File: src/rtl/csr_unit_pkg.sv
package csr_unit_pkg;

  typedef enum logic [1:0] {
    OP_READ  = 2'd0,
    OP_WRITE = 2'd1,
    OP_SET   = 2'd2,
    OP_CLEAR = 2'd3
  } csr_op_e;

  localparam logic [1:0] PRIV_U = 2'd0;
  localparam logic [1:0] PRIV_S = 2'd1;
  localparam logic [1:0] PRIV_M = 2'd3;

  localparam int NUM_CSR  = 9;
  localparam int CNT_EN_W = 32;

  localparam int IX_MCEN  = 0;
  localparam int IX_SCEN  = 1;
  localparam int IX_MSCR  = 2;
  localparam int IX_SSCR  = 3;
  localparam int IX_MTVEC = 4;
  localparam int IX_STVEC = 5;
  localparam int IX_UCYC  = 6;
  localparam int IX_URET  = 7;
  localparam int IX_HART  = 8;

  localparam logic [11:0] CSR_MAP [NUM_CSR] = '{
    12'h306, 12'h106, 12'h340, 12'h140, 12'h305,
    12'h105, 12'hC00, 12'hC02, 12'hF14
  };

  localparam logic [6:0] UCNT_PAGE = 7'h60;

endpackage

File: src/rtl/csr_addr_decode.sv
module csr_addr_decode
  import csr_unit_pkg::*;
#(
  parameter int N = NUM_CSR
) (
  input  logic [11:0]  addr,
  output logic [N-1:0] sel,
  output logic         hit,
  output logic [1:0]   min_priv,
  output logic         read_only,
  output logic         is_ucnt
);
  for (genvar g = 0; g < N; g++) begin : g_match
    assign sel[g] = (addr == CSR_MAP[g]);
  end

  assign hit       = |sel;
  assign min_priv  = addr[9:8];
  assign read_only = (addr[11:10] == 2'b11);
  assign is_ucnt   = (addr[11:5] == UCNT_PAGE);
endmodule

File: src/rtl/csr_ctr_gate.sv
module csr_ctr_gate
  import csr_unit_pkg::*;
#(
  parameter int W = CNT_EN_W,
  localparam int IW = $clog2(W)
) (
  input  logic [1:0]    priv,
  input  logic [IW-1:0] idx,
  input  logic [W-1:0]  m_en,
  input  logic [W-1:0]  s_en,
  output logic          ok
);
  logic [W-1:0] en;

  always_comb begin
    en = '1;
    if (priv < PRIV_M) en = en & m_en;
    if (priv < PRIV_S) en = en & s_en;
    ok = en[idx];
  end
endmodule

File: src/rtl/csr_mask_merge.sv
module csr_mask_merge
  import csr_unit_pkg::*;
#(
  parameter int W = 32
) (
  input  csr_op_e      op,
  input  logic [W-1:0] operand,
  input  logic [W-1:0] old_val,
  output logic [W-1:0] merged,
  output logic         wr_any
);
  logic [W-1:0] mask;
  logic [W-1:0] nval;

  always_comb begin
    unique case (op)
      OP_READ:  begin mask = '0;      nval = '0;      end
      OP_WRITE: begin mask = '1;      nval = operand; end
      OP_SET:   begin mask = operand; nval = '1;      end
      default:  begin mask = operand; nval = '0;      end
    endcase
    merged = (old_val & ~mask) | (nval & mask);
    wr_any = |mask;
  end
endmodule

File: src/rtl/csr_access_unit.sv
module csr_access_unit
  import csr_unit_pkg::*;
#(
  parameter int          XLEN    = 32,
  parameter logic [31:0] HART_ID = 32'd0
) (
  input  logic            clk,
  input  logic            rst,
  input  logic            req_valid,
  input  logic [11:0]     req_addr,
  input  logic [1:0]      req_op,
  input  logic [XLEN-1:0] req_operand,
  input  logic [1:0]      req_priv,
  output logic            rsp_valid,
  output logic            rsp_illegal,
  output logic [XLEN-1:0] rsp_rdata
);
  localparam int IW = $clog2(CNT_EN_W);

  csr_op_e op_e;
  assign op_e = csr_op_e'(req_op);

  logic [NUM_CSR-1:0] sel;
  logic               hit, read_only, is_ucnt, ctr_ok, wr_any;
  logic [1:0]         min_priv;
  logic [XLEN-1:0]    old_val, merged;

  logic [XLEN-1:0] mcen_q, scen_q, mscr_q, sscr_q, mtvec_q, stvec_q, cyc_q, ret_q;
  logic [XLEN-1:0] rv [NUM_CSR];

  csr_addr_decode #(.N(NUM_CSR)) u_dec (
    .addr(req_addr), .sel(sel), .hit(hit), .min_priv(min_priv),
    .read_only(read_only), .is_ucnt(is_ucnt)
  );

  csr_ctr_gate #(.W(CNT_EN_W)) u_gate (
    .priv(req_priv), .idx(req_addr[IW-1:0]),
    .m_en(mcen_q[CNT_EN_W-1:0]), .s_en(scen_q[CNT_EN_W-1:0]), .ok(ctr_ok)
  );

  csr_mask_merge #(.W(XLEN)) u_merge (
    .op(op_e), .operand(req_operand), .old_val(old_val),
    .merged(merged), .wr_any(wr_any)
  );

  assign rv[IX_MCEN]  = mcen_q;
  assign rv[IX_SCEN]  = scen_q;
  assign rv[IX_MSCR]  = mscr_q;
  assign rv[IX_SSCR]  = sscr_q;
  assign rv[IX_MTVEC] = mtvec_q;
  assign rv[IX_STVEC] = stvec_q;
  assign rv[IX_UCYC]  = cyc_q;
  assign rv[IX_URET]  = ret_q;
  assign rv[IX_HART]  = XLEN'(HART_ID);

  always_comb begin
    old_val = '0;
    for (int i = 0; i < NUM_CSR; i++)
      if (sel[i]) old_val = old_val | rv[i];
  end

  logic legal, wr_go, mode_ok;
  assign legal   = req_valid && hit && (req_priv >= min_priv)
                   && !(read_only && wr_any) && (!is_ucnt || ctr_ok);
  assign wr_go   = legal && wr_any;
  assign mode_ok = (merged[1:0] < 2'd2);

  always_ff @(posedge clk) begin
    if (rst) begin
      mcen_q <= '0; scen_q <= '0; mscr_q <= '0; sscr_q <= '0;
      mtvec_q <= '0; stvec_q <= '0; cyc_q <= '0; ret_q <= '0;
      rsp_valid <= 1'b0; rsp_illegal <= 1'b0; rsp_rdata <= '0;
    end else begin
      cyc_q <= cyc_q + 1'b1;
      if (legal) ret_q <= ret_q + 1'b1;
      if (wr_go && sel[IX_MCEN]) mcen_q <= merged;
      if (wr_go && sel[IX_SCEN]) scen_q <= merged;
      if (wr_go && sel[IX_MSCR]) mscr_q <= merged;
      if (wr_go && sel[IX_SSCR]) sscr_q <= merged;
      if (wr_go && sel[IX_MTVEC] && mode_ok) mtvec_q <= merged;
      if (wr_go && sel[IX_STVEC] && mode_ok) stvec_q <= merged;
      rsp_valid   <= req_valid;
      rsp_illegal <= req_valid && !legal;
      rsp_rdata   <= legal ? old_val : '0;
    end
  end

  // a refused access leaves every writable register as it was
  a_r8_illegal_keeps_state: assert property (@(posedge clk) disable iff (rst)
    rsp_illegal |-> ($stable(mcen_q) && $stable(scen_q) && $stable(mscr_q)
                     && $stable(sscr_q) && $stable(mtvec_q) && $stable(stvec_q)
                     && $stable(ret_q)));

  // trap vector mode field never holds a reserved value
  a_r7_tvec_mode_legal: assert property (@(posedge clk) disable iff (rst)
    (mtvec_q[1] == 1'b0) && (stvec_q[1] == 1'b0));

  // responses only follow requests
  a_r9_rsp_after_req: assert property (@(posedge clk) disable iff (rst)
    rsp_valid |-> $past(req_valid));

  a_r9_illegal_in_rsp: assert property (@(posedge clk) disable iff (rst)
    rsp_illegal |-> rsp_valid);

  // a granted access to a read-only address carried a zero mask
  a_r2_ro_granted_no_mask: assert property (@(posedge clk) disable iff (rst)
    (rsp_valid && !rsp_illegal && ($past(req_addr[11:10]) == 2'b11))
      |-> ($past(req_op) == 2'd0 || $past(req_operand) == '0));

  // the access counter never steps by more than one
  a_r10_ret_step: assert property (@(posedge clk) disable iff (rst)
    (ret_q == $past(ret_q)) || (ret_q == $past(ret_q) + 1'b1));
endmodule

File: config.mk
export PLATFORM = sky130hd
export DESIGN_NAME = csr_access_unit
export DESIGN_NICKNAME = d
export VERILOG_FILES = /design/src/rtl/csr_unit_pkg.sv /design/src/rtl/csr_addr_decode.sv /design/src/rtl/csr_ctr_gate.sv /design/src/rtl/csr_mask_merge.sv /design/src/rtl/csr_access_unit.sv
export SDC_FILE = /design/constraint.sdc
export NUM_CORES = 1
export LEC_CHECK = 0
export BUFFER_PORTS_ARGS = -buffer_cell sky130_fd_sc_hd__buf_2
export CAP_MARGIN = 5
export CORE_MARGIN = 2
export CORE_UTILIZATION = 60
export CTS_CLUSTER_DIAMETER = 200
export DETAILED_ROUTE_END_ITERATION = 6
export PLACE_DENSITY = 0.79
export REMOVE_ABC_BUFFERS = 1
export SYNTH_ARGS = -nofsm -noshare
export SYNTH_HDL_FRONTEND = slang
export SYNTH_SLANG_ARGS = --single-unit
File: constraint.sdc
create_clock -name clk -period 5.55 [get_ports clk]
set_clock_uncertainty 0.15 [all_clocks]
set_input_delay 0.555 -clock clk [delete_from_list [all_inputs] [get_ports clk]]
set_output_delay 0.555 -clock clk [all_outputs]
set_load 0.01 [all_outputs]
# After elaboration in Yosys (flattened, before gate mapping)
# Cells that the tools add are included.
# W data, S select, Z words.
[totals]
reg_bits = 290
latchBits = 0
mem_bits_rw = 0
mem_bits_ro = 0
in_bits = 51
out_inout_bits = 34
n_memories = 0
[op_classes]
n_addsub = 2
mul = 0
div_mod_pow = 0
order_cmp = 5
n_eq_ne = 13
shift = 0
n_mux = 14
bitwise = 13
reduce_logical = 23
[op_table]
columns = ["op", "n"]
rows = [
  ["$mux W32", 10],
  ["$or A32 B32 Y32", 8],
  ["$pmux W32 S2", 2],
  ["$and A32 B32 Y32", 3],
  ["$add A32 B1 Y32 const B", 2],
  ["$eq A12 B10 Y1 const B", 3],
  ["$eq A12 B12 Y1 const B", 3],
  ["$eq A12 B9 Y1 const B", 3],
  ["$not A32 Y32", 1],
  ["$reduce_or A32 Y1", 1],
  ["$logic_and A1 B1 Y1", 15],
  ["$reduce_or A9 Y1", 1],
  ["$eq A7 B7 Y1 const B", 1],
  ["$lt A5 B6 Y1 const B", 1],
  ["$bmux W1 S5", 1],
  ["$eq A2 B2 Y1 const B", 2],
  ["$lt A2 B2 Y1 const B", 2],
  ["$logic_not A1 Y1", 3],
  ["$eq A2 B1 Y1 const B", 1],
  ["$ge A2 B2 Y1", 1],
  ["$logic_not A2 Y1", 1],
  ["$lt A2 B1 Y1 const B", 1],
  ["$reduce_or A2 Y1", 1],
  ["$logic_or A1 B1 Y1", 1],
  ["2 further kinds", 2],
]

# Longest topological paths before layout
[depth]
depth_word = 20
depth_mapped = 14
depth_no_buf = 10

# By module
# A second synthesis with hierarchy kept.
[unflattened]
hier_cells = 1747
hier_area_um2 = 14089.8
[by_module_without_submodules]
columns = ["mod", "instances", "cells_each", "area_per_inst_um2", "seq_area_each_um2"]
rows = [
  ["csr_access_unit", 1, 1424, 11783.8, 5805.6],
  ["csr_mask_merge", 1, 163, 1312.5, 0.0],
  ["csr_ctr_gate", 1, 126, 759.5, 0.0],
  ["csr_addr_decode", 1, 34, 234.0, 0.0],
]

# Worst setup path before layout
# No wires, ideal clock.
[synth_path]
path_type = "in2reg"
startpoint = "input req_addr[9]"
endpoint = "register mcen_q[21]"
arrival_ns = 2.672
setup_slack_ns = 2.596
path_stages = 10
path_cell_list = "buf_2 buf_1 clkbuf_1 buf_2 mux2i_1 o22ai_1 a221oi_1 o21ai_0 a31oi_1 o21ai_0"
[synth_between]
elab_chain_cells = 18
[synth_rtl]
columns = ["item", "line_no", "source"]
rows = [
  ["from (decl)", "csr_access_unit.sv:10", "input logic [11:0] req_addr,"],
  ["$eq A12 B10 Y1", "csr_addr_decode.sv:14", "assign sel[g] = (addr == CSR_MAP[g]);"],
  ["$mux W32", "csr_access_unit.sv:59", "if (sel[i]) old_val = old_val | rv[i];"],
  ["$or A32 B32 Y32", "csr_access_unit.sv:59", ""],
  ["$mux W32", "csr_access_unit.sv:59", ""],
  ["$or A32 B32 Y32", "csr_access_unit.sv:59", ""],
  ["$mux W32", "csr_access_unit.sv:59", ""],
  ["$or A32 B32 Y32", "csr_access_unit.sv:59", ""],
  ["$mux W32", "csr_access_unit.sv:59", ""],
  ["[2 not listed]", "--", ""],
  ["$or A32 B32 Y32", "csr_access_unit.sv:59", ""],
  ["$mux W32", "csr_access_unit.sv:59", ""],
  ["$or A32 B32 Y32", "csr_access_unit.sv:59", ""],
  ["$mux W32", "csr_access_unit.sv:59", ""],
  ["$or A32 B32 Y32", "csr_access_unit.sv:59", ""],
  ["$mux W32", "csr_access_unit.sv:59", ""],
  ["$and A32 B32 Y32", "csr_mask_merge.sv:22", "merged = (old_val & ~mask) | (nval & mask);"],
  ["$or A32 B32 Y32", "csr_mask_merge.sv:22", ""],
  ["to (signal assigned)", "csr_access_unit.sv:76", "if (wr_go && sel[IX_MCEN]) mcen_q <= merged;"],
  ["to (decl)", "csr_access_unit.sv:28", "logic [XLEN-1:0] mcen_q, scen_q, mscr_q, sscr_q, mtvec_q, stvec_q, cyc_q, ret_q;"],
]
# Parallel ways exist; a longest one is shown, timed or not.
# A chain may end at the register's enable or synchronous reset.

# Worst setup path in the final report
[layout_path]
startpoint = "input req_addr[9]"
endpoint = "register rsp_rdata[6]"
[layout_between]
elab_chain_cells = 16
[layout_rtl]
columns = ["item", "line_no", "source"]
rows = [
  ["$eq A12 B10 Y1", "csr_addr_decode.sv:14", ""],
  ["$mux W32", "csr_access_unit.sv:59", ""],
  ["$or A32 B32 Y32", "csr_access_unit.sv:59", ""],
  ["$mux W32", "csr_access_unit.sv:59", ""],
  ["$or A32 B32 Y32", "csr_access_unit.sv:59", ""],
  ["$mux W32", "csr_access_unit.sv:59", ""],
  ["$or A32 B32 Y32", "csr_access_unit.sv:59", ""],
  ["$mux W32", "csr_access_unit.sv:59", ""],
  ["$or A32 B32 Y32", "csr_access_unit.sv:59", ""],
  ["$mux W32", "csr_access_unit.sv:59", ""],
  ["$or A32 B32 Y32", "csr_access_unit.sv:59", ""],
  ["$mux W32", "csr_access_unit.sv:59", ""],
  ["$or A32 B32 Y32", "csr_access_unit.sv:59", ""],
  ["$mux W32", "csr_access_unit.sv:59", ""],
  ["$or A32 B32 Y32", "csr_access_unit.sv:59", ""],
  ["$mux W32", "csr_access_unit.sv:59", ""],
  ["to (signal assigned)", "csr_access_unit.sv:84", "rsp_rdata <= legal ? old_val : '0;"],
  ["to (decl)", "csr_access_unit.sv:16", "output logic [XLEN-1:0] rsp_rdata"],
]
# Parallel ways exist; a longest one is shown, timed or not.

==> impl_metrics.env <==
export IMPL_outcome="complete, no violations"
export IMPL_p_total_uw=4440
export IMPL_clk_insertion_delay_late_ns=0.56
export IMPL_critPathRequiredTime_ns=5.89
export IMPL_crit_family="simple AND/OR/NAND/NOR gates"
export IMPL_drt_first_pass_iters=6
export IMPL_slew_headroom_pct=16.6
export IMPL_htree_levels=1
export IMPL_synth_area_per_cell_um2=8.57
export IMPL_tightest_slew_ns=1.24
export IMPL_cts_hold_buf=0
export IMPL_cts_post_setup_buffers_inserted=0
export IMPL_reg2reg_depth=8
export IMPL_numCtsBuffers=30
export IMPL_wl_per_cell_um=22.9
export IMPL_synth_top_area_share_pct=41.5
export IMPL_switchingPower_uw=1040
export IMPL_vias=13245
export IMPL_slowest_stage="or3_1"
export IMPL_layout_nets=1703
export IMPL_worstSetupStartpointType="input pin"
export IMPL_ys_ff_latch=290
export IMPL_grt_usage_pct=36.7
export IMPL_hpwl_mm=29.9
export IMPL_syn_cell_area_um2=14000
export IMPL_min_period_over_period_pct=73.1
export IMPL_slowest_delay_ns=0.85
export IMPL_path_common_cell="buf_4"
export IMPL_gp_congestion=0.976
export IMPL_cts_buffer_depth=3
export IMPL_cap_violations=0
export IMPL_start_util_pct=61.3
export IMPL_avgViaCountPerCell=6.68
export IMPL_final_cell_area_um2=15600
export IMPL_tritoncts="built"
export IMPL_port_buffers=84
export IMPL_pin_count=85
export IMPL_hold_start="req_valid"
export IMPL_path_cells="buf_4, clkinv_1, ha_1, a21oi_1, nor2_1, o31ai_4, nand2b_1, or3_1, buf_4, nor2b_1"
export IMPL_dieArea_um2=24500
export IMPL_peakVddDrop_mv=0.263
export IMPL_critPathMaxFanout=27
export IMPL_antenna_found_initial=1
export IMPL_rows=55
export IMPL_drive_gt1_share_pct=12.0
export IMPL_pwr_share_clk_pct=47.2
export IMPL_coreArea_um2=22800
export IMPL_ys_types=72
export IMPL_syn_inst=1631
export IMPL_whs_path_depth=3
export IMPL_first_global_vias=12262
export IMPL_r2r_slack_ns=1.92
export IMPL_final_max_slew_violation_count=0
export IMPL_synth_top_flop_cell="dfxtp_1"
export IMPL_critical_path_class="in2reg"
export IMPL_synth_largest_area_cell="dfxtp_1"
export IMPL_clock_root_buffer="clkbuf_16"
export IMPL_syn_to_final_growth_pct=11.4
export IMPL_fmax_mhz=247
export IMPL_die_h_um=157
export IMPL_reg2reg_to="rsp_rdata[22]"
export IMPL_antennaDiodeCount=0
export IMPL_hold_class="in2reg"
export IMPL_p_int_uw=3410
export IMPL_yosysWarnings=0
export IMPL_dpl_cell_area_um2=14500
export IMPL_cts_clk_slew_worst_paths_ns=0.06
export IMPL_finalSetupTns_ns=0
export IMPL_arrival_ns=4.40
export IMPL_hold_end="rsp_valid"
export IMPL_grt_overflow=0
export IMPL_numClockSinks=290
export IMPL_synth_area_leaders="dfxtp_1 (42%), nand3b_1 (10%), o21ai_0 (8.3%), mux2i_1 (5.0%), nand2_1 (3.0%)"
export IMPL_post_cts_resized=0
export IMPL_rsz0062_at_grt="false"
export IMPL_setup_violations=0
export IMPL_async_flop_share_pct=0
export IMPL_yosysSeqAreaShare_pct=41.5
export IMPL_wl_mm=45.4
export IMPL_ant_nets=0
export IMPL_p_leak_uw=0.00546
export IMPL_p_seq_share_pct=47.0
export IMPL_drt_iter0_markers=1728
export IMPL_crit_path_end_kind="flip-flop"
export IMPL_reg2reg_from="scen_q[14]"
export IMPL_period_minus_slack_ns=4.05
export IMPL_switching_share_pct=23.3
export IMPL_pwr_share_comb_pct=5.8
export IMPL_critPathBufInv=3
export IMPL_drc_errors=0
export IMPL_grt_pass1_wl_mm=69.7
export IMPL_grt_max_degree=107
export IMPL_fp_dieW_um=157
export IMPL_synth_edf_count=0
export IMPL_hold_viol=0
export IMPL_power_density_nw_per_um2=286
synthesized netlist by cell type (all sizes together) (4+ instances only):
library cell  count
ha                6
or4               5
a31o              4
nand3b          189
clkbuf           95
nor4             17
a222oi            9
a31oi            30
o31ai             4
and3             11
o21ai           234
a22oi            21
nand2           112
inv              17
nand4            23
mux2i            70
nor3             21
nor2             92
a21oi            69
xnor2            27
o22ai            38
nor2b            35
a211o            10
and2              8
or2               4
nand2b           17
or3               7
dfxtp           290
xor2             21
nand3            38
o221ai           18
buf              35
o211ai            7
mux2             10
logic make-up (layout without fill, tap and decap cells):
logic type               after synthesis  in the layout  share of synthesized area (%)
AND/OR/NAND/NOR                      594            594                           24.8
AO/OA/AOI/OAI                        465            465                           20.0
flip-flops                           290            290                           41.5
buffers and inverters                148            187                           4.33
multiplexers                          80             80                           5.82
XOR/XNOR                              48             48                           3.01
adder cells (fa/ha/maj)                6              6                          0.537
worst max path at each step:
stage	startpoint	endpoint	slack (ns)	depth (start not counted)
after CTS	req_addr[9]	rsp_rdata[6]	1.63	10
after detailed placement	req_addr[9]	rsp_rdata[6]	1.06	10
after global routing	req_addr[9]	rsp_rdata[30]	1.35	10
final	req_addr[9]	rsp_rdata[6]	1.50	10
after floorplan	req_addr[5]	mtvec_q[1]	1.26	5
after global placement	req_addr[9]	rsp_rdata[12]	1.16	10
flip-flops by register name, indices dropped and copies added (netlist names):
register,cells
cyc_q,32
mcen_q,32
mscr_q,32
mtvec_q,32
ret_q,32
rsp_illegal,1
rsp_rdata,32
rsp_valid,1
scen_q,32
sscr_q,32
stvec_q,32
layout make-up:
cell class                 instances  area, um2
sequential                       290       5810
fill                            1864       7210
clock inverter                    11        108
timing repair buffer             113        647
inverter                          18       67.6
clock buffer                      45        928
tap                              313        392
multi-input combinational       1193       7620
layer usage:
metal / global-route usage, % / routed length [um] / up-vias
li1: - / - / 5982
met1: 50.2 / 18700 / 6246
met2: 56.1 / 19700 / 881
met3: 8.67 / 5370 / 136
met4: 14.5 / 1690 / 0
met5: 0 / 0 / -
power groups by stage:
stage / clock network [uW] / logic [uW] / registers [uW]
floorplan: 0 / 113 / 2130
global placement: 0 / 245 / 2130
detailed placement: 0 / 248 / 2130
CTS: 2110 / 250 / 2090
global route: 2190 / 272 / 2090
finish: 2100 / 260 / 2090
tightest hold or removal path, stage by stage:
cell and delay [ns]:
buf_2 0.10, inv_1 0.08, nor2_1 0.06
stage by stage:
| stage | utilization, % | std cells | setup WS [ns] | hold WS (ns) |
|---|---|---|---|---|
| floorplan | - | 1501 | 1.26 | 0.275 |
| global placement | 63.8 | 1927 | 1.16 | 0.290 |
| detailed placement | 63.8 | 1927 | 1.06 | 0.303 |
| CTS | 68.3 | 1983 | 1.63 | 0.120 |
| global route | 68.3 | 1983 | 1.35 | 0.152 |
| finish | 68.3 | 1983 | 1.50 | 0.134 |
layout by cell type, fill, tap and decap left out, drive strengths merged, types with 5 or more instances in the layout:
cell / netlist / final
dfxtp: 290 / 290
o21ai: 234 / 234
nand3b: 189 / 189
buf: 35 / 113
nand2: 112 / 112
nor2: 92 / 92
mux2i: 70 / 70
a21oi: 69 / 69
clkbuf: 95 / 45
nand3: 38 / 38
o22ai: 38 / 38
nor2b: 35 / 35
a31oi: 30 / 30
xnor2: 27 / 27
nand4: 23 / 23
a22oi: 21 / 21
xor2: 21 / 21
nor3: 21 / 21
o221ai: 18 / 18
inv: 17 / 17
nand2b: 17 / 17
nor4: 17 / 17
and3: 11 / 11
a211o: 10 / 10
mux2: 10 / 10
a222oi: 9 / 9
clkinv: 1 / 9
and2: 8 / 8
o211ai: 7 / 7
or3: 7 / 7
ha: 6 / 6
or4: 5 / 5
Note: power is estimated with default switching activity, not from simulation.
